[config.mk]
export PLATFORM = sky130hd
export DESIGN_NAME = phy_req_serializer
export DESIGN_NICKNAME = d
export VERILOG_FILES = /design/src/rtl/phy_req_serializer.sv
export SDC_FILE = /design/constraint.sdc
export NUM_CORES = 1
export LEC_CHECK = 0
export BUFFER_PORTS_ARGS = -buffer_cell sky130_fd_sc_hd__clkbuf_2
export CORE_UTILIZATION = 50
export DETAILED_ROUTE_END_ITERATION = 12
export PLACE_DENSITY = 0.76
export SLEW_MARGIN = 20
export SYNTH_ARGS = -nofsm -noshare
export SYNTH_HDL_FRONTEND = slang
export SYNTH_SLANG_ARGS = --single-unit
[constraint.sdc]
create_clock -name clk -period 2.7 [get_ports clk]
set_clock_uncertainty 0.1 [all_clocks]
set_input_delay 0.81 -clock clk [delete_from_list [all_inputs] [get_ports clk]]
set_output_delay 0.81 -clock clk [all_outputs]
set_load 0.01 [all_outputs]
[src/rtl/phy_req_serializer.sv]
module phy_req_serializer #(
  parameter int ADDR_W = 4,
  parameter int DATA_W = 8
) (
  input  logic              clk,
  input  logic              rst_n,
  input  logic              bus_valid,
  input  logic [1:0]        bus_kind,
  input  logic              bus_ext,
  input  logic [2:0]        bus_speed,
  output logic              bus_taken,
  input  logic              reg_valid,
  input  logic              reg_write,
  input  logic [ADDR_W-1:0] reg_addr,
  input  logic [DATA_W-1:0] reg_wdata,
  output logic              reg_taken,
  input  logic              acc_valid,
  input  logic              acc_enable,
  output logic              acc_taken,
  output logic              busy,
  output logic              ser_out
);

  localparam int FRAME_W = 1 + 3 + ADDR_W + DATA_W + 1;
  localparam int CNT_W   = $clog2(FRAME_W + 1);
  localparam int RD_LEN  = 1 + 3 + ADDR_W + 1;
  localparam logic [2:0] T_READ  = 3'b100;
  localparam logic [2:0] T_WRITE = 3'b101;
  localparam logic [2:0] T_ACCEL = 3'b110;

  logic [FRAME_W-1:0] shreg;
  logic [CNT_W-1:0]   left;
  logic [FRAME_W-1:0] frame;
  logic [CNT_W-1:0]   frame_len;

  assign busy      = (left != '0);
  assign ser_out   = busy & shreg[FRAME_W-1];
  assign reg_taken = reg_valid & ~busy;
  assign acc_taken = acc_valid & ~reg_valid & ~busy;
  assign bus_taken = bus_valid & ~acc_valid & ~reg_valid & ~busy;

  always_comb begin
    frame     = '0;
    frame_len = '0;
    if (reg_valid && reg_write) begin
      frame     = {1'b1, T_WRITE, reg_addr, reg_wdata, 1'b0};
      frame_len = CNT_W'(FRAME_W);
    end else if (reg_valid) begin
      frame     = FRAME_W'({1'b1, T_READ, reg_addr, 1'b0}) << (FRAME_W - RD_LEN);
      frame_len = CNT_W'(RD_LEN);
    end else if (acc_valid) begin
      frame     = FRAME_W'({1'b1, T_ACCEL, acc_enable, 1'b0}) << (FRAME_W - 6);
      frame_len = CNT_W'(6);
    end else if (bus_ext) begin
      frame     = FRAME_W'({1'b1, 1'b0, bus_kind, bus_speed, 1'b0}) << (FRAME_W - 8);
      frame_len = CNT_W'(8);
    end else begin
      frame     = FRAME_W'({1'b1, 1'b0, bus_kind, bus_speed[1:0], 1'b0}) << (FRAME_W - 7);
      frame_len = CNT_W'(7);
    end
  end

  always_ff @(posedge clk) begin
    if (!rst_n) begin
      shreg <= '0;
      left  <= '0;
    end else if (busy) begin
      shreg <= shreg << 1;
      left  <= left - 1'b1;
    end else if (reg_valid || acc_valid || bus_valid) begin
      shreg <= frame;
      left  <= frame_len;
    end
  end

  assert_idle_low_R1: assert property (@(posedge clk) disable iff (!rst_n)
    !busy |-> !ser_out);

  assert_start_bit_R2: assert property (@(posedge clk) disable iff (!rst_n)
    $rose(busy) |-> ser_out);

  assert_stop_bit_R2: assert property (@(posedge clk) disable iff (!rst_n)
    $fell(busy) |-> !$past(ser_out));

  assert_take_starts_R9: assert property (@(posedge clk) disable iff (!rst_n)
    (reg_taken || acc_taken || bus_taken) |=> busy);

  assert_one_grant_R10: assert property (@(posedge clk) disable iff (!rst_n)
    $onehot0({reg_taken, acc_taken, bus_taken}));

  assert_reg_first_R10: assert property (@(posedge clk) disable iff (!rst_n)
    (reg_valid && !busy) |-> (reg_taken && !acc_taken && !bus_taken));

  assert_no_grant_busy_R11: assert property (@(posedge clk) disable iff (!rst_n)
    busy |-> !(reg_taken || acc_taken || bus_taken));

endmodule

==> summary.md <==
| Metric | Value |
|---|---|
| Hold Path Class | `flop to flop` |
| Worst reg2reg setup slack | `0.62 ns` |
| Hold path depth | `2` |
| Root buf cell | `clkbuf_4` |
| WP data arrival | `1.75 ns` |
| RD Place Congestion | `0.8560` |
| Power density cells | `982.3 nW/um^2` |
| Initial antenna violation count | `0` |
| Mapped cell area | `1086 sq um` |
| Post-CTS Hold Buffers | `0` |
| Layout cells sized above 1 | `38.36%` |
| Final cycle utilization of the critical path | `98.34%` |
| Die area | `2362 sq um` |
| R2R depth | `9` |
| First-pass GRT wire length | `4.367 mm` |
| Routed wire per std cell | `14.82 um` |
| GRT met2 Usage | `40.97%` |
| Cts bufs inserted | `3` |
| RSZ-0062 raised after global routing | `yes` |
| Worst Tran Pin Value | `0.4083 ns` |
| Die height | `48.61 um` |
| Slew HR | `72.78%` |
| DR pass1 iterations | `4` |
| Netlist cell types | `35` |
| Start point of the worst hold path | `shreg[16]` |
| Net count after synthesis | `147` |
| Synth-to-layout area growth | `27.30%` |
| Remaining DRCs | `0` |
| N_diodes | `0` |
| Initial DRC count | `34` |
| Post-route cell area | `1383 sq um` |
| CTS sink count | `21` |
| Met1 Use GR | `28.57%` |
| Outcome | `finished, final reports clean` |
| Maximum fanout along the worst path | `4` |
| Hold Crit Endpoint | `shreg[16]` |
| Non-Filler Instances | `186` |
| Seq cells post-synth | `21` |
| Syn Area/Cell | `8.976 sq um` |
| Clk buf depth | `2` |
| Vias in the first global route | `1,041` |
| Worst r2r src | `left[0]` |
| R2R Path End | `shreg[8]` |
| Cells after DPL | `173` |
| Startpoint types | `flop` |
| CTS tree | `done` |
| Core ar. | `2002 sq um` |
| Detail Placement HPWL | `1.865 mm` |
| Nets | `186` |
| Starting density of the core | `54.25%` |
| Max VDD drop | `0.0006309 V` |
| FP Rows | `16` |
| Gr busiest metal | `met2` |
| Cells after synthesis | `121` |
| Filler instances | `178` |
| CP required | `1.79 ns` |
| Via count | `1,065` |
| Routing usage on met3 | `3.145%` |
| Avg Vias per Cell | `5.726` |
| IO Pins | `30` |
| Max Slew Vio Count | `0` |
| Tmin final | `2.655 ns` |
| Fmax | `376.6 MHz` |
| PortBufs | `29` |
| Tot GR Track Use | `23.29%` |
| Clk Latency, worst-skew pair | `0.30 ns` |
| Critical Path Sink Type | `primary output` |
| Overflow after GRT | `0` |
| Commonest non-fill, non-tap cell in the layout | `clkbuf_2` |
| Final setup fails | `0` |
| Dpl cell area | `1262 sq um` |
| Max-cap violations | `0` |
| Antenna-violating nets left | `0` |
| Crit path kind | `flop to primary output` |
| Pin count of the biggest net entering global routing | `22` |
| H-tree levels | `1` |
| Synth Warn # | `0` |
| Final Hold Viols | `0` |
| Die Wd | `48.61 um` |
| Register area share after synthesis | `38.71%` |
| Worst hold slack | `0.3823 ns` |
| Leakage | `0.6822 nW` |
| Clk slew on worst S/H paths | `0.11 ns` |
| Most frequent cells in the layout | `clkbuf_2 (28), dfxtp_1 (19), buf_4 (15), o211a_1 (9), a221o_1 (8)` |
| Total wire length | `2.757 mm` |
-- repair_timing --
item,4_1_cts,5_1_grt
cloned,0,0
pin swaps,3,3
gates resized for setup,6,4
endpoints found under the setup margin,2,5
buffers inserted,6,3
-- through the flow --
stage	util [%]	setup WS [ns]	power, W	setup TNS, ns
floorplan	-	0.1502	0.0009275	0
global placement	63.06	0.3149	0.001047	0
detailed placement	63.06	0.2442	0.001067	0
CTS	67.44	0.0006888	0.001312	0
global route	69.06	-0.07659	0.001447	-0.09763
finish	69.06	0.04483	0.001358	0
-- synth_stat cells, drive strengths merged --
master  count  area [sq um]
a211oi      2         15.01
a21bo       1         10.01
a21boi      1         7.510
a21oi       7         35.03
a221o       8         80.08
a22o        1         8.760
a22oi       2         15.01
a31oi       2         12.51
and2        2         12.51
and3        2         12.51
buf         4         28.78
clkbuf      7         26.28
dfxtp      21         420.4
ha          1         12.51
inv         4         15.01
mux2        2         22.52
nand2       5         18.77
nand2b      3         18.77
nand3       4         20.02
nand3b      1         7.510
nor2        7         33.78
nor2b       4         25.02
nor3        4         20.02
nor3b       2         15.01
o211a       9         90.09
o21ai       6         30.03
o31ai       5         37.54
or2         1         6.260
or3b        1         11.26
xnor2       1         8.760
xor2        1         8.760
-- layout make-up --
class                   count  area, sq um  share of cell area (%)
inverters                   4        17.52                   1.267
flip-flops and latches     21        422.9                   30.59
repair buffers             45        269.0                   19.46
multi-input cells          85        613.1                   44.34
well taps                  27        33.78                   2.443
clock buffers               4        26.28                   1.900
-- flip-flops by register name (all words and copies together) (netlist names) --
| name | cells |
|---|---|
| shreg | 16 |
| left | 5 |
-- routing by layer --
layer / vias to the layer above / wire length (um) / part of all wire, %
met2: 34 / 1400 / 51
met5: - / 0 / 0
met4: 0 / 14 / 0.51
met3: 2 / 130 / 4.7
li1: 528 / - / -
met1: 501 / 1211 / 44
-- logic make-up (layout without fill, tap and decap cells) --
logic type	count (synthesis)	in the layout	synth area share (%)
AO/OA/AOI/OAI	44	44	31.45
AND/OR/NAND/NOR	36	36	18.55
flip-flops	21	21	38.71
adder cells (fa/ha/maj)	1	1	1.152
multiplexers	2	2	2.074
buffers and inverters	15	53	6.452
XOR/XNOR	2	2	1.613
-- power breakdown --
part | internal [W] | total, W | switching (W)
registers | 0.000433 | 0.000505 | 0.0000717
clock network | 0.0000575 | 0.000151 | 0.0000937
logic | 0.000370 | 0.000702 | 0.000333
-- how the worst max path moves through the flow --
stage | end | from | slack, ns | depth (start not counted)
after CTS | acc_taken | left[1] | 0.0007 | 7
after floorplan | acc_taken | left[0] | 0.15 | 7
final | acc_taken | left[0] | 0.04 | 7
after global placement | acc_taken | left[0] | 0.31 | 7
after detailed placement | acc_taken | left[0] | 0.24 | 7
after global routing | acc_taken | left[0] | -0.08 | 7
-- worst max-delay path: stages (launching register included) --
cell and delay [ns]:
dfxtp_2 0.35, inv_2 0.06, ha_4 0.13, or3b_4 0.39, nor2_4 0.16, inv_4 0.05, nor3b_2 0.16, buf_2 0.14
(Power assumes the default switching activity.)
